### src/rtl/nibble_alu_pkg.sv
`timescale 1ns/1ps
package nibble_alu_pkg;

    typedef enum logic [2:0] {
        OP_AND  = 3'd0,
        OP_OR   = 3'd1,
        OP_XOR  = 3'd2,
        OP_ADD  = 3'd3,
        OP_ADDC = 3'd4,
        OP_MUL  = 3'd5
    } alu_op_e;

    function automatic int unsigned carry_bits(int unsigned w);
        return (w - 1) / 4 + 1;
    endfunction

endpackage

### src/rtl/nibble_alu_logic.sv
`timescale 1ns/1ps
module nibble_alu_logic #(
    parameter int unsigned W = 8
) (
    input  logic [2:0]   op_sel,
    input  logic [W-1:0] opnd_a,
    input  logic [W-1:0] opnd_b,
    output logic [W-1:0] logic_res
);
    import nibble_alu_pkg::*;

    always_comb begin
        unique case (op_sel)
            OP_AND:  logic_res = opnd_a & opnd_b;
            OP_OR:   logic_res = opnd_a | opnd_b;
            OP_XOR:  logic_res = opnd_a ^ opnd_b;
            default: logic_res = '0;
        endcase
    end
endmodule

### src/rtl/nibble_alu_adder.sv
`timescale 1ns/1ps
module nibble_alu_adder #(
    parameter int unsigned W  = 8,
    parameter int unsigned CW = 2
) (
    input  logic [W-1:0]  opnd_a,
    input  logic [W-1:0]  opnd_b,
    input  logic          carry_in,
    output logic [W-1:0]  sum,
    output logic [CW-1:0] carries,
    output logic          ovf
);
    logic [W:0]   full_sum;
    logic [W-1:0] into_bit;   // carry entering each bit position

    assign full_sum = {1'b0, opnd_a} + {1'b0, opnd_b} + {{W{1'b0}}, carry_in};
    assign into_bit = full_sum[W-1:0] ^ opnd_a ^ opnd_b;
    assign sum      = full_sum[W-1:0];

    // Nibble boundaries below the word edge: carry out of bit 4*(h+1)-1
    // is the carry entering bit 4*(h+1).
    for (genvar h = 0; h < CW - 1; h++) begin : g_nib
        assign carries[h] = into_bit[4*(h+1)];
    end
    assign carries[CW-1] = full_sum[W];

    assign ovf = full_sum[W] ^ into_bit[W-1];
endmodule

### src/rtl/nibble_alu_mult.sv
`timescale 1ns/1ps
module nibble_alu_mult #(
    parameter int unsigned W = 8
) (
    input  logic [W-1:0]   opnd_a,
    input  logic [W-1:0]   opnd_b,
    output logic [2*W-1:0] prod,
    output logic           hi_nonzero
);
    localparam int unsigned PW = 2 * W;

    assign prod       = PW'(opnd_a) * PW'(opnd_b);
    assign hi_nonzero = |prod[PW-1:W];
endmodule

### src/rtl/nibble_alu.sv
`timescale 1ns/1ps
module nibble_alu #(
    parameter int unsigned W = 8
) (
    input  logic [W-1:0]                           opnd_a,
    input  logic [W-1:0]                           opnd_b,
    input  logic [nibble_alu_pkg::carry_bits(W)-1:0] cy_in,
    input  logic                                   ov_in,
    input  logic [2:0]                             op_sel,
    output logic [W-1:0]                           result,
    output logic [nibble_alu_pkg::carry_bits(W)-1:0] cy_out,
    output logic                                   ov_out,
    output logic [2*W-1:0]                         product
);
    import nibble_alu_pkg::*;

    localparam int unsigned CW = carry_bits(W);
    localparam int unsigned PW = 2 * W;

    typedef struct packed {
        logic [W-1:0]  res;
        logic [CW-1:0] cy;
        logic          ov;
        logic [PW-1:0] prod;
    } alu_out_t;

    alu_out_t      out_d;
    logic [W-1:0]  logic_res;
    logic [W-1:0]  add_sum;
    logic [CW-1:0] add_cy;
    logic          add_ov;
    logic          add_cin;
    logic [PW-1:0] mul_prod;
    logic          mul_hi;

    assign add_cin = (op_sel == OP_ADDC) & cy_in[CW-1];

    nibble_alu_logic #(.W(W)) i_logic (
        .op_sel    (op_sel),
        .opnd_a    (opnd_a),
        .opnd_b    (opnd_b),
        .logic_res (logic_res)
    );

    nibble_alu_adder #(.W(W), .CW(CW)) i_adder (
        .opnd_a   (opnd_a),
        .opnd_b   (opnd_b),
        .carry_in (add_cin),
        .sum      (add_sum),
        .carries  (add_cy),
        .ovf      (add_ov)
    );

    nibble_alu_mult #(.W(W)) i_mult (
        .opnd_a     (opnd_a),
        .opnd_b     (opnd_b),
        .prod       (mul_prod),
        .hi_nonzero (mul_hi)
    );

    always_comb begin
        out_d.res  = '0;
        out_d.cy   = cy_in;
        out_d.ov   = ov_in;
        out_d.prod = '0;
        unique case (op_sel)
            OP_AND, OP_OR, OP_XOR: begin
                out_d.res = logic_res;
            end
            OP_ADD, OP_ADDC: begin
                out_d.res = add_sum;
                out_d.cy  = add_cy;
                out_d.ov  = add_ov;
            end
            OP_MUL: begin
                out_d.res       = mul_prod[W-1:0];
                out_d.prod      = mul_prod;
                out_d.ov        = mul_hi;
                out_d.cy[CW-1]  = 1'b0;
            end
            default: begin
            end
        endcase
    end

    assign result  = out_d.res;
    assign cy_out  = out_d.cy;
    assign ov_out  = out_d.ov;
    assign product = out_d.prod;
endmodule

### config.mk
export PLATFORM = sky130hd
export DESIGN_NAME = nibble_alu
export DESIGN_NICKNAME = d
export VERILOG_FILES = /design/src/rtl/nibble_alu_pkg.sv /design/src/rtl/nibble_alu_logic.sv /design/src/rtl/nibble_alu_adder.sv /design/src/rtl/nibble_alu_mult.sv /design/src/rtl/nibble_alu.sv
export SDC_FILE = /design/constraint.sdc
export NUM_CORES = 1
export LEC_CHECK = 0
export BUFFER_PORTS_ARGS = -buffer_cell sky130_fd_sc_hd__buf_2
export CORE_MARGIN = 1
export CORE_UTILIZATION = 50
export DETAILED_ROUTE_END_ITERATION = 10
export GPL_ROUTABILITY_DRIVEN = 0
export PLACE_DENSITY = 0.72
export SLEW_MARGIN = 10
export SYNTH_ARGS = -nofsm -noshare
export SYNTH_HDL_FRONTEND = slang
export SYNTH_SLANG_ARGS = --single-unit
### constraint.sdc
create_clock -name vclk -period 7.4
set_input_delay 0.37 -clock vclk [all_inputs]
set_output_delay 0.37 -clock vclk [all_outputs]
set_load 0.005 [all_outputs]
==> insert_results.sql <==
INSERT INTO impl_metrics (metric_group, metric, value, unit) VALUES
('route', 'avgViaCountPerCell', '5.50', ''),
('route', 'routed-via-count', '2780', ''),
('layout', 'fin_nets', '544', ''),
('timing', 'final.setup.tns', '0', 'ps'),
('place', 'detailed_place_hpwl', '6.51', 'mm'),
('worst_setup_path', 'critPathMaxStageDelay', '550', 'ps'),
('layout', 'nFlopsAndLatches', '0', ''),
('worst_setup_path', 'timing.critical_path.required', '7030', 'ps'),
('layout', 'area.sequential', '0', 'µm²'),
('floorplanning', 'core_area', '5920', 'µm²'),
('worst_setup_path', 'critical_path_class', 'in2out', ''),
('worst_setup_path', 'critical_path.top_delay_family', 'adder cells', ''),
('power_and_ir_drop', 'vdd_drop_max', '0.171', 'mV'),
('min_path', 'holdCritPathClass', 'in2out', ''),
('grt', 'grt_max_degree', '27', ''),
('worst_setup_path', 'worst-path-buf-inv', '5', ''),
('route', 'drt_drc_violations_left', '0', ''),
('worst_setup_path', 'timing.critical_path.arrival', '5100', 'ps'),
('worst_setup_path', 'crit_slowest_cell', 'fa_1', ''),
('worst_setup_path', 'critical_path_peak_fanout', '7', ''),
('place', 'port_buffers', '49', ''),
('route', 'drt-initial-drc-count', '99', ''),
('floorplanning', 'floorplan.initialDensity', '52.1', '%'),
('grt', 'grt_use_total', '25.9', '%'),
('floorplanning', 'chipWidth', '80.5', 'µm'),
('synthesis', 'synth_simple_gate_area_share', '19.3', '%'),
('worst_setup_path', 'critical_path_cell_count', '18', ''),
('run', 'max_cap_viol_count', '0', ''),
('synthesis', 'share_of_synthesized_cell_area_in_full_adder_half_adder_and_majority_cells', '45.8', '%'),
('timing', 'hold_violations', '0', ''),
('power_and_ir_drop', 'static-leakage-power', '0.00185', 'µW'),
('route', 'drt-pass1-iter-count', '4', ''),
('synthesis', 'syn-instance-count', '391', ''),
('synthesis', 'synth_xor_xnor_area_share', '6.98', '%'),
('timing', 'setup_viol', '0', ''),
('clocking', 'postCtsSetupRepairBufs', '0', ''),
('floorplanning', 'io_pins', '49', ''),
('synthesis', 'synth.lib_cells_used.distinct', '48', ''),
('power_and_ir_drop', 'pwr_density_cell', '177', 'nW/µm²'),
('floorplanning', 'fp.dieH', '80.5', 'µm'),
('route', 'routed_wire_length', '7.54', 'mm'),
('grt', 'initial_antenna_violation_count', '0', ''),
('layout', 'final.clkbuf_count', '0', ''),
('timing', 'worst_slew_pin_slew', '477', 'ps'),
('grt', 'via_count_of_the_first_global_routing_pass', '2799', ''),
('timing', 'final_period_utilization', '73.9', '%'),
('worst_setup_path', 'crit_path_frequent_cell', 'fa_1', ''),
('worst_setup_path', 'timing.critical_path.from_type', 'input port', ''),
('clocking', 'post_cts_resized', '0', ''),
('timing', 'max-slew-margin-rel', '68.2', '%'),
('route', 'drt-wirelength-per-cell', '14.9', 'µm'),
('layout', 'drive_gt1_share', '14.7', '%'),
('worst_setup_path', 'worstSetupStartpoint', 'opnd_a[1]', ''),
('worst_setup_path', 'cp_capture_type', 'primary output', ''),
('floorplanning', 'std_cell_rows', '28', ''),
('timing', 'unrepaired_setup_endpoints_after_global_routing', 'no', ''),
('synthesis', 'avg_synthesized_cell_area', '7.89', 'µm²'),
('worst_setup_path', 'cp_cell_sequence', 'buf_2 > inv_1 > nor2_1 > fa_1 > fa_1 > fa_1 > inv_1 > fa_1 > inv_1 > ha_1 > and3_4 > a2111oi_4 > o31ai_1 > a21oi_1 > xnor2_1 > a41oi_1 > or3_1 > buf_2', ''),
('synthesis', 'post_synthesis_net_count', '503', ''),
('grt', 'globalRoute.totalOverflow', '0', ''),
('floorplanning', 'die_area', '6490', 'µm²'),
('layout', 'relative_area_change_from_synthesis_to_final_layout', '9.78', '%'),
('timing', 'report.final.slew_viol_count', '0', ''),
('grt', 'grt_first_pass_wirelength', '13.2', 'mm'),
('worst_setup_path', 'setup.worst_path.end', 'ov_out', ''),
('clocking', 'count_of_hold_buffers_inserted_by_post_cts_repair', '0', ''),
('synthesis', 'synth_sequential_area_ratio', '0', '%'),
('layout', 'n_antenna_cell', '0', ''),
('synthesis', 'synth_top_family_by_area', 'adder cells', ''),
('synthesis', 'compound_gate_portion_of_the_synthesized_area', '15.0', '%'),
('timing', 'final_period_minus_worst_setup_slack', '5470', 'ps'),
('status', 'run_status', 'completed', ''),
('timing', 'maxClockFrequency', '183', 'MHz'),
('route', 'postRouteAntennaNets', '0', ''),
('synthesis', 'synthMuxAreaShare', '3.45', '%'),
('synthesis', 'synthesis.area', '3080', 'µm²'),
('timing', 'finalHoldWorstSlack', '1020', 'ps'),
('synthesis', 'number_of_synthesis_warnings', '0', '');
[cell usage in the layout, fill, tap and decap left out, types with 2 or more instances in the layout]
cell | synthesis | routed
o2111ai_1 | 3 | 3
nand3_1 | 8 | 8
ha_1 | 52 | 52
a31oi_1 | 2 | 2
or3_1 | 3 | 3
o211ai_1 | 6 | 6
nor2_1 | 60 | 60
fa_1 | 38 | 38
and3_4 | 2 | 2
buf_2 | 0 | 49
nand2b_1 | 3 | 3
xnor2_1 | 13 | 13
xor2_1 | 9 | 9
a21o_1 | 4 | 4
a21oi_1 | 13 | 13
a2111oi_4 | 2 | 2
a211oi_1 | 3 | 3
and2_1 | 8 | 8
o21ai_1 | 5 | 5
and3_1 | 3 | 3
o21ai_0 | 10 | 10
inv_1 | 67 | 67
o22ai_1 | 6 | 6
mux2_2 | 3 | 3
nor3_1 | 3 | 3
o21a_1 | 2 | 2
nand2_1 | 25 | 25
nor2b_1 | 5 | 5
mux2i_1 | 5 | 5
[layout make-up]
cell class / instances / area (µm²)
Inverter: 68 / 255
Tap cell: 75 / 93.8
Multi-Input combinational cell: 313 / 2790
Fill cell: 561 / 2530
Timing Repair Buffer: 49 / 245
[metrics by stage]
step	util [%]	instances	power [µW]	cell area, µm²	setup slack (ps)
6_report	57.2	505	600	3390	1930
5_1_grt	57.2	505	693	3390	1600
4_1_cts	57.2	505	605	3390	1910
3_5_place_dp	57.2	505	598	3390	1920
3_3_place_gp	57.2	505	587	3390	2040
2_1_floorplan	-	391	471	3080	2460
[per-layer routing]
metal	up-vias	wire, µm	track usage, %	part of all wire (%)
li1	1365	-	-	-
met1	1328	3340	35.2	44
met2	75	3720	45.5	49
met3	12	336	1.14	4.5
met4	0	150	5.00	2.0
met5	-	0	0	0
[kinds of logic after synthesis]
group | count (synthesis)
and+or+nand+nor | 127
buffers and inverters | 78
AOI/OAI and AO/OA | 64
adders and majority gates | 90
muxes | 9
xor gates and xnor gates | 23
[synthesized netlist by cell type, types with 2 or more instances]
cell type	number	area share, %
o21ai_1	5	0.81
a31oi_1	2	0.41
nand2b_1	3	0.61
inv_1	67	8.2
or3_1	3	0.61
and2_1	8	1.6
o21ai_0	10	1.6
nand3_1	8	1.3
nor3_1	3	0.49
a2111oi_4	2	1.8
mux2i_1	5	1.6
xnor2_1	13	3.7
clkbuf_1	9	1.1
a21o_1	4	0.97
mux2_2	3	1.1
o22ai_1	6	1.2
nand2_1	25	3.0
o21a_1	2	0.49
ha_1	52	21
nor2_1	60	7.3
a21oi_1	13	2.1
fa_1	38	25
nor2b_1	5	1.0
xor2_1	9	2.6
a211oi_1	3	0.73
and3_1	3	0.61
and3_4	2	0.73
o2111ai_1	3	0.85
o211ai_1	6	1.5
[worst min-delay path, cell delays in order]
cell     delay (ps)
buf_2            80
nand2_1          40
o21ai_1          60
buf_2           110
[power breakdown]
part           internal [µW]  total [µW]  switching, µW
clock network              0           0              0
logic                    265         600            335
registers                  0           0              0
total                    265         600            335
[worst min-delay path by stage]
stage / cells after the start / startpoint / slack [ps] / endpoint
floorplan: 2 / cy_in[0] / 830 / cy_out[0]
global placement: 4 / cy_in[0] / 1010 / cy_out[0]
detailed placement: 4 / cy_in[0] / 1020 / cy_out[0]
CTS: 4 / cy_in[0] / 1020 / cy_out[0]
global route: 4 / cy_in[0] / 1040 / cy_out[0]
finish: 4 / cy_in[0] / 1020 / cy_out[0]
Power figures use the tool's default switching activity.
